===== src/rtl/pgperm_pkg.sv =====
package pgperm_pkg;

  typedef enum logic [1:0] {
    ACC_READ  = 2'd0,
    ACC_WRITE = 2'd1,
    ACC_FETCH = 2'd2,
    ACC_RSV   = 2'd3
  } acc_e;

  typedef struct packed {
    logic r;
    logic w;
    logic x;
  } perm_t;

  // error code bit positions (consumed by the fault logic)
  localparam int EB_P    = 0;
  localparam int EB_W    = 1;
  localparam int EB_U    = 2;
  localparam int EB_RSVD = 3;
  localparam int EB_ID   = 4;
  localparam int EB_PK   = 5;

  // user-mode when the upper mode bit is set
  function automatic logic is_user_mode(input logic [1:0] md);
    return md[1];
  endfunction

  // restricted supervisor: may not read user pages
  function automatic logic is_restricted(input logic [1:0] md);
    return (md == 2'd1);
  endfunction

  // does a permission set cover the requested access type
  function automatic logic covers(input perm_t p, input logic [1:0] acc);
    logic ok;
    case (acc)
      2'd1:    ok = p.w;
      2'd2:    ok = p.x;
      default: ok = p.r;
    endcase
    return ok;
  endfunction

endpackage


===== src/rtl/pgperm_key.sv =====
// Protection-key rights selection and masking.
module pgperm_key
  import pgperm_pkg::*;
#(
  parameter  int KEY_W    = 4,
  localparam int NKEYS    = 1 << KEY_W,
  localparam int RIGHTS_W = 2 * NKEYS
) (
  input  logic [KEY_W-1:0]    key,
  input  logic                page_user,
  input  logic                umode,
  input  logic                wp_en,
  input  logic                long_mode,
  input  logic                ukey_en,
  input  logic                skey_en,
  input  logic [RIGHTS_W-1:0] ukey_rights,
  input  logic [RIGHTS_W-1:0] skey_rights,
  output perm_t               key_mask
);

  logic [RIGHTS_W-1:0] rights_sel;
  logic [NKEYS-1:0]    ad_vec;
  logic [NKEYS-1:0]    wd_vec;
  logic                ad_bit;
  logic                wd_bit;

  always_comb begin
    rights_sel = '0;
    if (long_mode) begin
      if (page_user) rights_sel = ukey_en ? ukey_rights : '0;
      else           rights_sel = skey_en ? skey_rights : '0;
    end
  end

  for (genvar k = 0; k < NKEYS; k++) begin : g_key
    assign ad_vec[k] = rights_sel[2*k];
    assign wd_vec[k] = rights_sel[2*k+1];
  end

  assign ad_bit = ad_vec[key];
  assign wd_bit = wd_vec[key];

  assign key_mask = '{r: !ad_bit,
                      w: !ad_bit && !(wd_bit && (umode || wp_en)),
                      x: 1'b1};

endmodule


===== config.mk =====
export PLATFORM = sky130hd
export DESIGN_NAME = pgperm_key
export DESIGN_NICKNAME = d
export VERILOG_FILES = /design/src/rtl/pgperm_pkg.sv /design/src/rtl/pgperm_key.sv
export SDC_FILE = /design/constraint.sdc
export NUM_CORES = 1
export LEC_CHECK = 0
export ABC_CLOCK_PERIOD_IN_PS = 5400
export CORE_AREA = 2 2 39 41
export DETAILED_ROUTE_END_ITERATION = 16
export DIE_AREA = 0 0 41 43
export DONT_BUFFER_PORTS = 1
export SLEW_MARGIN = 20
export SYNTH_ARGS = -nofsm -noshare
export SYNTH_HDL_FRONTEND = slang
export SYNTH_SLANG_ARGS = --single-unit
export TNS_END_PERCENT = 1

===== constraint.sdc =====
create_clock -name vclk -period 5.4
set_input_delay 0.81 -clock vclk [all_inputs]
set_output_delay 0.81 -clock vclk [all_outputs]
set_load 0.01 [all_outputs]

======== Yosys cells after proc, flatten, opt, wreduce, memory -nomap -nowiden ========
Index checks and enable logic that the tools add are counted.
word-level totals
  register bits ........................... 0
  bits of input ports ..................... 74
  output and inout bits ................... 3
  logic and storage cells ................. 14
operators by class
  $lt $le $gt $ge ......................... 1
  multiplexer cells ....................... 8
  reductions and logical operators ........ 5
operator list
  cell                  count
  $mux W32              4
  $bmux W1 S4           2
  $lt A4 B5 Y1 const B  1
  $logic_and A1 B1 Y1   2
  $logic_not A1 Y1      2
  $mux W1               2
  $logic_or A1 B1 Y1    1

======== Longest topological paths before layout ========
Gate-level depths: netlist of the first run.
  depth in word-level cells ............... 8
  depth in mapped cells ................... 7
  depth with buffers taken out ............ 5

======== Worst setup path before layout of the first run ========
OpenSTA, ideal clock, no wires.
  path type ............................... in2out
  start point ............................. in page_user
  end point ............................... out key_mask[1] (netlist bit)
  arrival time ............................ 2.202 ns
  required time ........................... 4.590 ns
  path slack .............................. 2.388 ns
  stages on the path ...................... 7
  buffers on the path ..................... 2
  cells stage by stage .................... buf_6 > buf_12 > mux4_2 > mux2i_1 > mux2i_1 > a41oi_2 > o41a_2
RTL lines
  element          RTL line          source
  start, declared  pgperm_key.sv:10  input logic page_user,
  end, declared    pgperm_key.sv:18  output perm_t key_mask

==> results.cfg, run 1 <==
[layout]
seqCellArea_sq_um = 0
area_growth_pct = -6.15
layout.nets = 116
drive_gt1_share_pct = 32.5
stdcell_count = 56
nFlopsAndLatches = 0
finish.utilization_pct = 44.1
clkbuf_count = 0
num_antenna_cells = 0

[synth]
yosys.area.top_type = mux4_1
syn_inst = 46
yosys_warnings = 0
synth_common_cells = 9 x mux4_1, 7 x mux4_2, 6 x mux2i_1
synth_nets = 120
synth_top_area_share_pct = 36.3
synth_area_sq_um = 651
yosys-top-cells-area = mux4_1 36%, mux4_2 24%, mux2i_1 9.2%, buf_6 3.5%, mux2_2 3.5%
netlist-cell-type-count = 22
synth_most_common_cell = mux4_1
seq_area_frac_synth_pct = 0
synth_area_per_cell_sq_um = 14.1

[place]
io_buffers = 0
place.gp.congestion = 0.589
dp.cells = 56
dp_slack_ns = 2.43

[global_routing]
gr-max-usage-layer = met2
gr-usage-met3_pct = 1.05
grtUsageTotal_pct = 15.5
met1_usage_pct = 21.5
use_met2_pct = 27.2
overflow = 0
antenna_found_initial = 0
grt_max_degree = 16
grt_pass1_wl_mm = 1.98
grt_pass1_vias = 515

[floorplan]
io_pins = 77
die_area_sq_mm = 0.00176
die_w_um = 41
die_y_um = 43
core_area_sq_mm = 0.00138
rows = 14
start_util_pct = 47.0

[clock_tree]
cts_setup_buffers = 0
holdBufCountCts = 0
cts_resized = 0

[timing]
finalSetupViolations = 0
final.period_utilization_pct = 54.2
fin_ws_ns = 2.47
fin_crit_ns = 2.93
hold_viol = 0
rsz0062_at_grt = no
finalSetupTns_ns = 0
max_freq_ghz = 0.342
maxSlewViolCount = 0

[worst_setup_path]
cp-start-kind = primary input
cp.arrival_ns = 2.12
required_ns = 4.59
crit_path_start = page_user
cp-end-kind = output pin
criticalPathCategory = in2out
path_max_fanout = 15

[detailed_routing]
post_drt_via_cell_ratio = 8.41
finalWirelength_mm = 1.38
firstDrtPassIters = 3
wl_per_cell_um = 24.6
remaining_drc_errors = 0
ant_nets = 0
drt_iter0_drc = 6
num_vias = 471

[power_and_ir_drop]
ir_drop_v = 0.0000198
power_density_mw_per_mm2 = 58.8
total_power_mw = 0.0359
leakage_nw = 0.211

[hold_path]
holdPathEnd = key_mask[2]
min_path_cells = 1
hold_start = long_mode
hp-class = in2out

[run]
cap_violations = 0

[outcome]
outcome = finished clean
-- worst max-delay path by stage --
stage / slack [ns] / endpoint
floorplan: 2.39 / key_mask[1]
global placement: 2.47 / key_mask[1]
detailed placement: 2.43 / key_mask[1]
CTS: 2.43 / key_mask[1]
global route: 2.36 / key_mask[1]
finish: 2.47 / key_mask[1]
-- logic make-up after synthesis --
kind of cell,count (synthesis),synth area share [%]
AO/OA/AOI/OAI,7,10.4
multiplexers,24,73.3
AND/OR/NAND/NOR,8,6.54
buffers and inverters,6,9.23
other,1,0.576
-- where the power goes --
part           leakage (nW)  internal [mW]  switching [mW]
logic                 0.211         0.0264         0.00948
registers                 0              0               0
clock network             0              0               0
total                 0.211         0.0264         0.00948
-- critical path, stage by stage --
cell	delay (ns)
mux4_1	0.52
mux2i_1	0.14
mux2i_1	0.11
a41oi_2	0.30
o41a_2	0.23
-- stage by stage --
step / hold WS (ns) / area, sq um
4_1_cts: 1.76 / 611
5_1_grt: 1.77 / 611
3_3_place_gp: 1.75 / 611
2_1_floorplan: 1.74 / 651
6_report: 1.75 / 611
3_5_place_dp: 1.76 / 611
-- cell type report --
class                      instances  area, sq um
fill                             124          773
multi-input combinational         40          591
tap                               16         20.0
-- routing by layer --
layer | up-vias | routed length [um]
met5 | - | 0
met2 | 47 | 742
li1 | 201 | -
met4 | 0 | 0
met1 | 223 | 447
met3 | 0 | 187
-- cell usage in the layout, fill, tap and decap left out --
master / Yosys / final
mux4_2: 7 / 7
or2b_1: 1 / 1
conb_1: 1 / 1
o31ai_1: 1 / 1
a41oi_2: 1 / 1
o41a_2: 1 / 1
mux2_2: 2 / 2
nand2_1: 2 / 2
mux4_1: 9 / 9
nor2_1: 1 / 1
nor3b_1: 1 / 1
a2111oi_2: 1 / 1
or2_2: 1 / 1
o21ai_0: 2 / 2
mux2i_1: 6 / 6
nand3_1: 1 / 1
o22ai_1: 1 / 1
nor3_1: 1 / 1
No activity file was read; power rests on OpenSTA's default activity.
==> run 2: changes to the inputs <==
--- a/config.mk
+++ b/config.mk
@@ -5,11 +5,13 @@
 export SDC_FILE = /design/constraint.sdc
 export NUM_CORES = 1
 export LEC_CHECK = 0
-export ABC_CLOCK_PERIOD_IN_PS = 5400
+export ABC_AREA = 1
+export ABC_CLOCK_PERIOD_IN_PS = 2400
 export CORE_AREA = 2 2 39 41
 export DETAILED_ROUTE_END_ITERATION = 16
 export DIE_AREA = 0 0 41 43
 export DONT_BUFFER_PORTS = 1
+export PLACE_DENSITY = 0.69
 export SLEW_MARGIN = 20
 export SYNTH_ARGS = -nofsm -noshare
 export SYNTH_HDL_FRONTEND = slang
==> constraint.sdc (replaced) <==
create_clock -name vclk -period 2.4
set_input_delay 0.36 -clock vclk [all_inputs]
set_output_delay 0.36 -clock vclk [all_outputs]
set_load 0.01 [all_outputs]
==> run 2 against run 1 <==
Net effect: via count grew 95%; final cell count rose to 2.8 times the previous value; first-iteration DRC count grew to 3.5 times the previous value; critical path type unchanged; sequential cell count unchanged; global-route usage grew 6.7 points; die area stayed put.
==> results.cfg, run 2 <==
[run]
cap_violations = 0

[power_and_ir_drop]
pwr-share-clk_pct = 0
leakage_nw = 0.322
p_comb_share_pct = 100.0
p_sw_share_pct = 58.0
p_int_mw = 0.0390
ir_drop_v = 0.0000488
seqPwrFrac_pct = 0
power_density_mw_per_mm2 = 147
switchingPower_mw = 0.0540

[place]
dpl_cell_area_sq_um = 632
dp_hpwl_mm = 1.57
dp_slack_ns = 0.578
io_buffers = 0
place.gp.congestion = 0.889

[floorplan]
die_area_sq_mm = 0.00176
start_util_pct = 49.2
die_w_um = 41
rows = 14
core_area_sq_mm = 0.00138
io_pins = 77
die_y_um = 43

[worst_setup_path]
cp.arrival_ns = 1.46
criticalPathCategory = in2out
cp-end-kind = output pin
cp-start-kind = primary input
required_ns = 2.04
path_max_fanout = 32

[global_routing]
grt_pass1_wl_mm = 2.98
overflow = 0
grt_pass1_vias = 817
grtUsageTotal_pct = 22.2
grt_max_degree = 33
antenna_found_initial = 0

[timing]
finalSetupTns_ns = 0
maxSlewViolCount = 0
final.period_utilization_pct = 75.9
rsz0062_at_grt = no
fin_ws_ns = 0.577
finalSetupViolations = 0
max_freq_ghz = 0.549
hold_viol = 0
fin_crit_ns = 1.82

[layout]
num_antenna_cells = 0
area_growth_pct = -7.17
layout_commonest_cell = nand2_1
seqCellArea_sq_um = 0
drive_gt1_share_pct = 1.42
layout.nets = 217
nFlopsAndLatches = 0
final_cell_mix = 69 x nand2_1, 60 x nand3_1, 4 x inv_1, 3 x nor2_1, 2 x inv_2
final_cell_area_sq_um = 632
fillers = 169
clkbuf_count = 0
multiInputGateArea_sq_um = 589

[synth]
synth_area_per_cell_sq_um = 4.48
synth_most_common_cell = nand2_1
synth-xor-area-share_pct = 0
synth_mux_area_share_pct = 1.47
synth_fa_ha_area_share_pct = 0
yosys_warnings = 0
seq_area_frac_synth_pct = 0
synth_compound_area_share_pct = 0.735
synth-simple-area-share_pct = 83.8
syn_inst = 152
netlist-cell-type-count = 11
yosys-top-cells-area = nand3_1 44%, nand2_1 38%, buf_2 5.1%, buf_4 3.3%, inv_1 2.2%
synth_common_cells = 69 x nand2_1, 60 x nand3_1, 7 x buf_2
synth_top_family_by_area = simple AND/OR/NAND/NOR gates
synth_top_area_share_pct = 44.1
yosys.area.top_type = nand3_1
synth_nets = 226
synth_area_sq_um = 681

[detailed_routing]
wl_per_cell_um = 13.2
remaining_drc_errors = 0
firstDrtPassIters = 4
finalWirelength_mm = 2.07
num_vias = 919
drt_iter0_drc = 21
post_drt_via_cell_ratio = 5.85
ant_nets = 0

[outcome]
outcome = finished clean

[hold_path]
min_path_cells = 1
hp-class = in2out
hold_start = long_mode
holdPathEnd = key_mask[2]

[clock_tree]
holdBufCountCts = 0
cts_setup_buffers = 0
cts_resized = 0
-- run 2: cell types whose count changed after synthesis, sizes merged, moves of 5 or more --
| cell | before | now |
|---|---|---|
| buf | 6 | 11 |
| inv | 0 | 6 |
| mux2i | 6 | 1 |
| mux4 | 16 | 0 |
| nand2 | 2 | 69 |
| nand3 | 1 | 60 |
-- run 2: final cells by class --
class | count | share of cell area [%]
Inverter | 6 | 3.56
Multi-Input combinational cell | 135 | 93.3
Tap cell | 16 | 3.17
-- run 2: worst max-delay path, stage by stage --
cell and delay, ns:
inv_2 0.32, nand2_1 0.11, nand3_1 0.10, nand3_1 0.09, nand3_1 0.09, nand3_1 0.07
nand2_1 0.08, nand2_1 0.10, nand2_1 0.08, inv_1 0.06
-- run 2: kinds of logic (layout without fill, tap and decap cells) --
kind of cell | after synthesis | count (layout)
AND/OR/NAND/NOR | 132 | 132
multiplexers | 1 | 1
buffers and inverters | 17 | 6
AO/OA/AOI/OAI | 1 | 1
other | 1 | 1
-- run 2: per-layer routing --
metal	part of all wire, %	routed length (um)	global-route usage [%]
met1	41	850	23.4
met2	50	1030	44.7
met3	8.9	184	1.05
met4	0	0	2.00
met5	0	0	0
-- run 2: worst max-delay path by stage --
stage / from / to / depth (start not counted)
CTS: page_user / key_mask[1] / 10
global placement: page_user / key_mask[1] / 10
floorplan: key[0] / key_mask[1] / 11
detailed placement: page_user / key_mask[1] / 10
global route: page_user / key_mask[1] / 10
finish: page_user / key_mask[1] / 10
-- run 2: stage by stage --
step                      utilization (%)  total power [mW]  hold WS [ns]  instances
final                                45.7            0.0930         0.809        157
after global routing                 45.7             0.108         0.815        157
after CTS                            45.7            0.0936         0.810        157
after detailed placement             45.7            0.0932         0.810        157
after global placement               45.7            0.0899         0.812        157
after floorplan                         -            0.0983         0.803        152
-- run 2: power by group through the flow --
stage / clock, mW / sequential, mW / combinational, mW
after floorplan: 0 / 0 / 0.0983
after global placement: 0 / 0 / 0.0899
after detailed placement: 0 / 0 / 0.0932
after CTS: 0 / 0 / 0.0936
after global routing: 0 / 0 / 0.108
final: 0 / 0 / 0.0930
==> run 3: changes to the inputs <==
--- a/config.mk
+++ b/config.mk
@@ -6,12 +6,12 @@
 export NUM_CORES = 1
 export LEC_CHECK = 0
 export ABC_AREA = 1
-export ABC_CLOCK_PERIOD_IN_PS = 2400
+export ABC_CLOCK_PERIOD_IN_PS = 1740
 export CORE_AREA = 2 2 39 41
 export DETAILED_ROUTE_END_ITERATION = 16
 export DIE_AREA = 0 0 41 43
 export DONT_BUFFER_PORTS = 1
-export PLACE_DENSITY = 0.69
+export PLACE_DENSITY = 0.66
 export SLEW_MARGIN = 20
 export SYNTH_ARGS = -nofsm -noshare
 export SYNTH_HDL_FRONTEND = slang
==> constraint.sdc (replaced) <==
create_clock -name vclk -period 1.74
set_input_delay 0.261 -clock vclk [all_inputs]
set_output_delay 0.261 -clock vclk [all_outputs]
set_load 0.01 [all_outputs]
==> run 3 against run 2 <==
Net effect: non-clock buffer count up 2; worst setup slack worse by 0.35 ns; global-route usage is 0.40 points higher; power is 42% higher; worst hold slack lost 0.19 ns; sequential share of layout area unchanged; sequential cell count stayed put; die area is the same; critical endpoint unchanged.
==> results.cfg, run 3 (same netlist as run 2, synthesis figures left out) <==
[outcome]
outcome = finished clean

[floorplan]
core_area_sq_mm = 0.00138
die_y_um = 43
start_util_pct = 49.2
die_w_um = 41
rows = 14
io_pins = 77
die_area_sq_mm = 0.00176

[place]
io_buffers = 0
dp.cells = 159
dp_slack_ns = 0.240
place.gp.congestion = 0.802
dp_hpwl_mm = 1.65

[layout]
num_antenna_cells = 0
fillers = 168
seqCellArea_sq_um = 0
final_cell_mix = 69 x nand2_1, 60 x nand3_1, 4 x inv_1, 3 x nor2_1
layout.nets = 219
nFlopsAndLatches = 0
area_growth_pct = -4.96
multiInputGateArea_sq_um = 589
stdcell_count = 159
finish.utilization_pct = 46.7
layout_commonest_cell = nand2_1
drive_gt1_share_pct = 2.80
clkbuf_count = 0

[timing]
holdWs_ns = 0.621
max_freq_ghz = 0.662
final.period_utilization_pct = 86.9
finalSetupViolations = 0
finalSetupTns_ns = 0
fin_ws_ns = 0.229
hold_viol = 0
rsz0062_at_grt = no
maxSlewViolCount = 0
fin_crit_ns = 1.51

[hold_path]
min_path_cells = 1
hp-class = in2out

[power_and_ir_drop]
p_sw_share_pct = 57.1
p_int_mw = 0.0568
leakage_nw = 0.332
seqPwrFrac_pct = 0
switchingPower_mw = 0.0755
power_density_mw_per_mm2 = 204
p_comb_share_pct = 100.0
pwr-share-clk_pct = 0
ir_drop_v = 0.0000831

[detailed_routing]
post_drt_via_cell_ratio = 6.01
remaining_drc_errors = 0
drt_iter0_drc = 23
num_vias = 956
wl_per_cell_um = 13.3
finalWirelength_mm = 2.11
firstDrtPassIters = 4
ant_nets = 0

[clock_tree]
cts_setup_buffers = 0
holdBufCountCts = 0
cts_resized = 0

[worst_setup_path]
cp-start-kind = primary input
path_max_fanout = 32
criticalPathCategory = in2out
cp-end-kind = output pin
cp.arrival_ns = 1.25
required_ns = 1.48

[global_routing]
overflow = 0
grt_pass1_wl_mm = 3.04
antenna_found_initial = 0
grt_pass1_vias = 788
grtUsageTotal_pct = 22.6
grt_max_degree = 33

[run]
cap_violations = 0
-- run 3: cell types whose count changed in the layout (fill, tap and decap cells not counted), sizes merged --
cell  before  now
buf        0    2
-- run 3: cell type report --
cell class                 instances  share of cell area (%)
inverter                           6                    3.48
tap                               16                    3.09
timing repair buffer               2                    2.32
multi-input combinational        135                    91.1
-- run 3: per-layer routing --
metal	part of all wire (%)	vias to the layer above	track usage (%)
met3	10	0	2.09
met2	52	58	41.9
met1	38	417	27.5
met4	0	0	0.667
met5	0	-	0
li1	-	481	-
-- run 3: power groups by stage --
stage               sequential (mW)  combinational, mW  clock, mW
finish                            0              0.132          0
global route                      0              0.154          0
CTS                               0              0.132          0
detailed placement                0              0.132          0
global placement                  0              0.127          0
floorplan                         0              0.136          0
-- run 3: critical path: stages --
cell and delay (ns):
inv_2 0.15, buf_4 0.18, nand2_1 0.05, nand3_1 0.07, nand3_1 0.06, nand3_1 0.07, nand3_1 0.07, nand2_1 0.06
nand2_1 0.11, nand2_1 0.09, inv_1 0.06
-- run 3: metrics by stage --
step           instance area, sq um  total power [mW]
3_5_place_dp                    647             0.132
2_1_floorplan                   681             0.136
5_1_grt                         647             0.154
4_1_cts                         647             0.132
6_report                        647             0.132
3_3_place_gp                    647             0.127
-- run 3: worst paths after layout --
path      start           to
max   page_user  key_mask[1]
min   long_mode  key_mask[2]
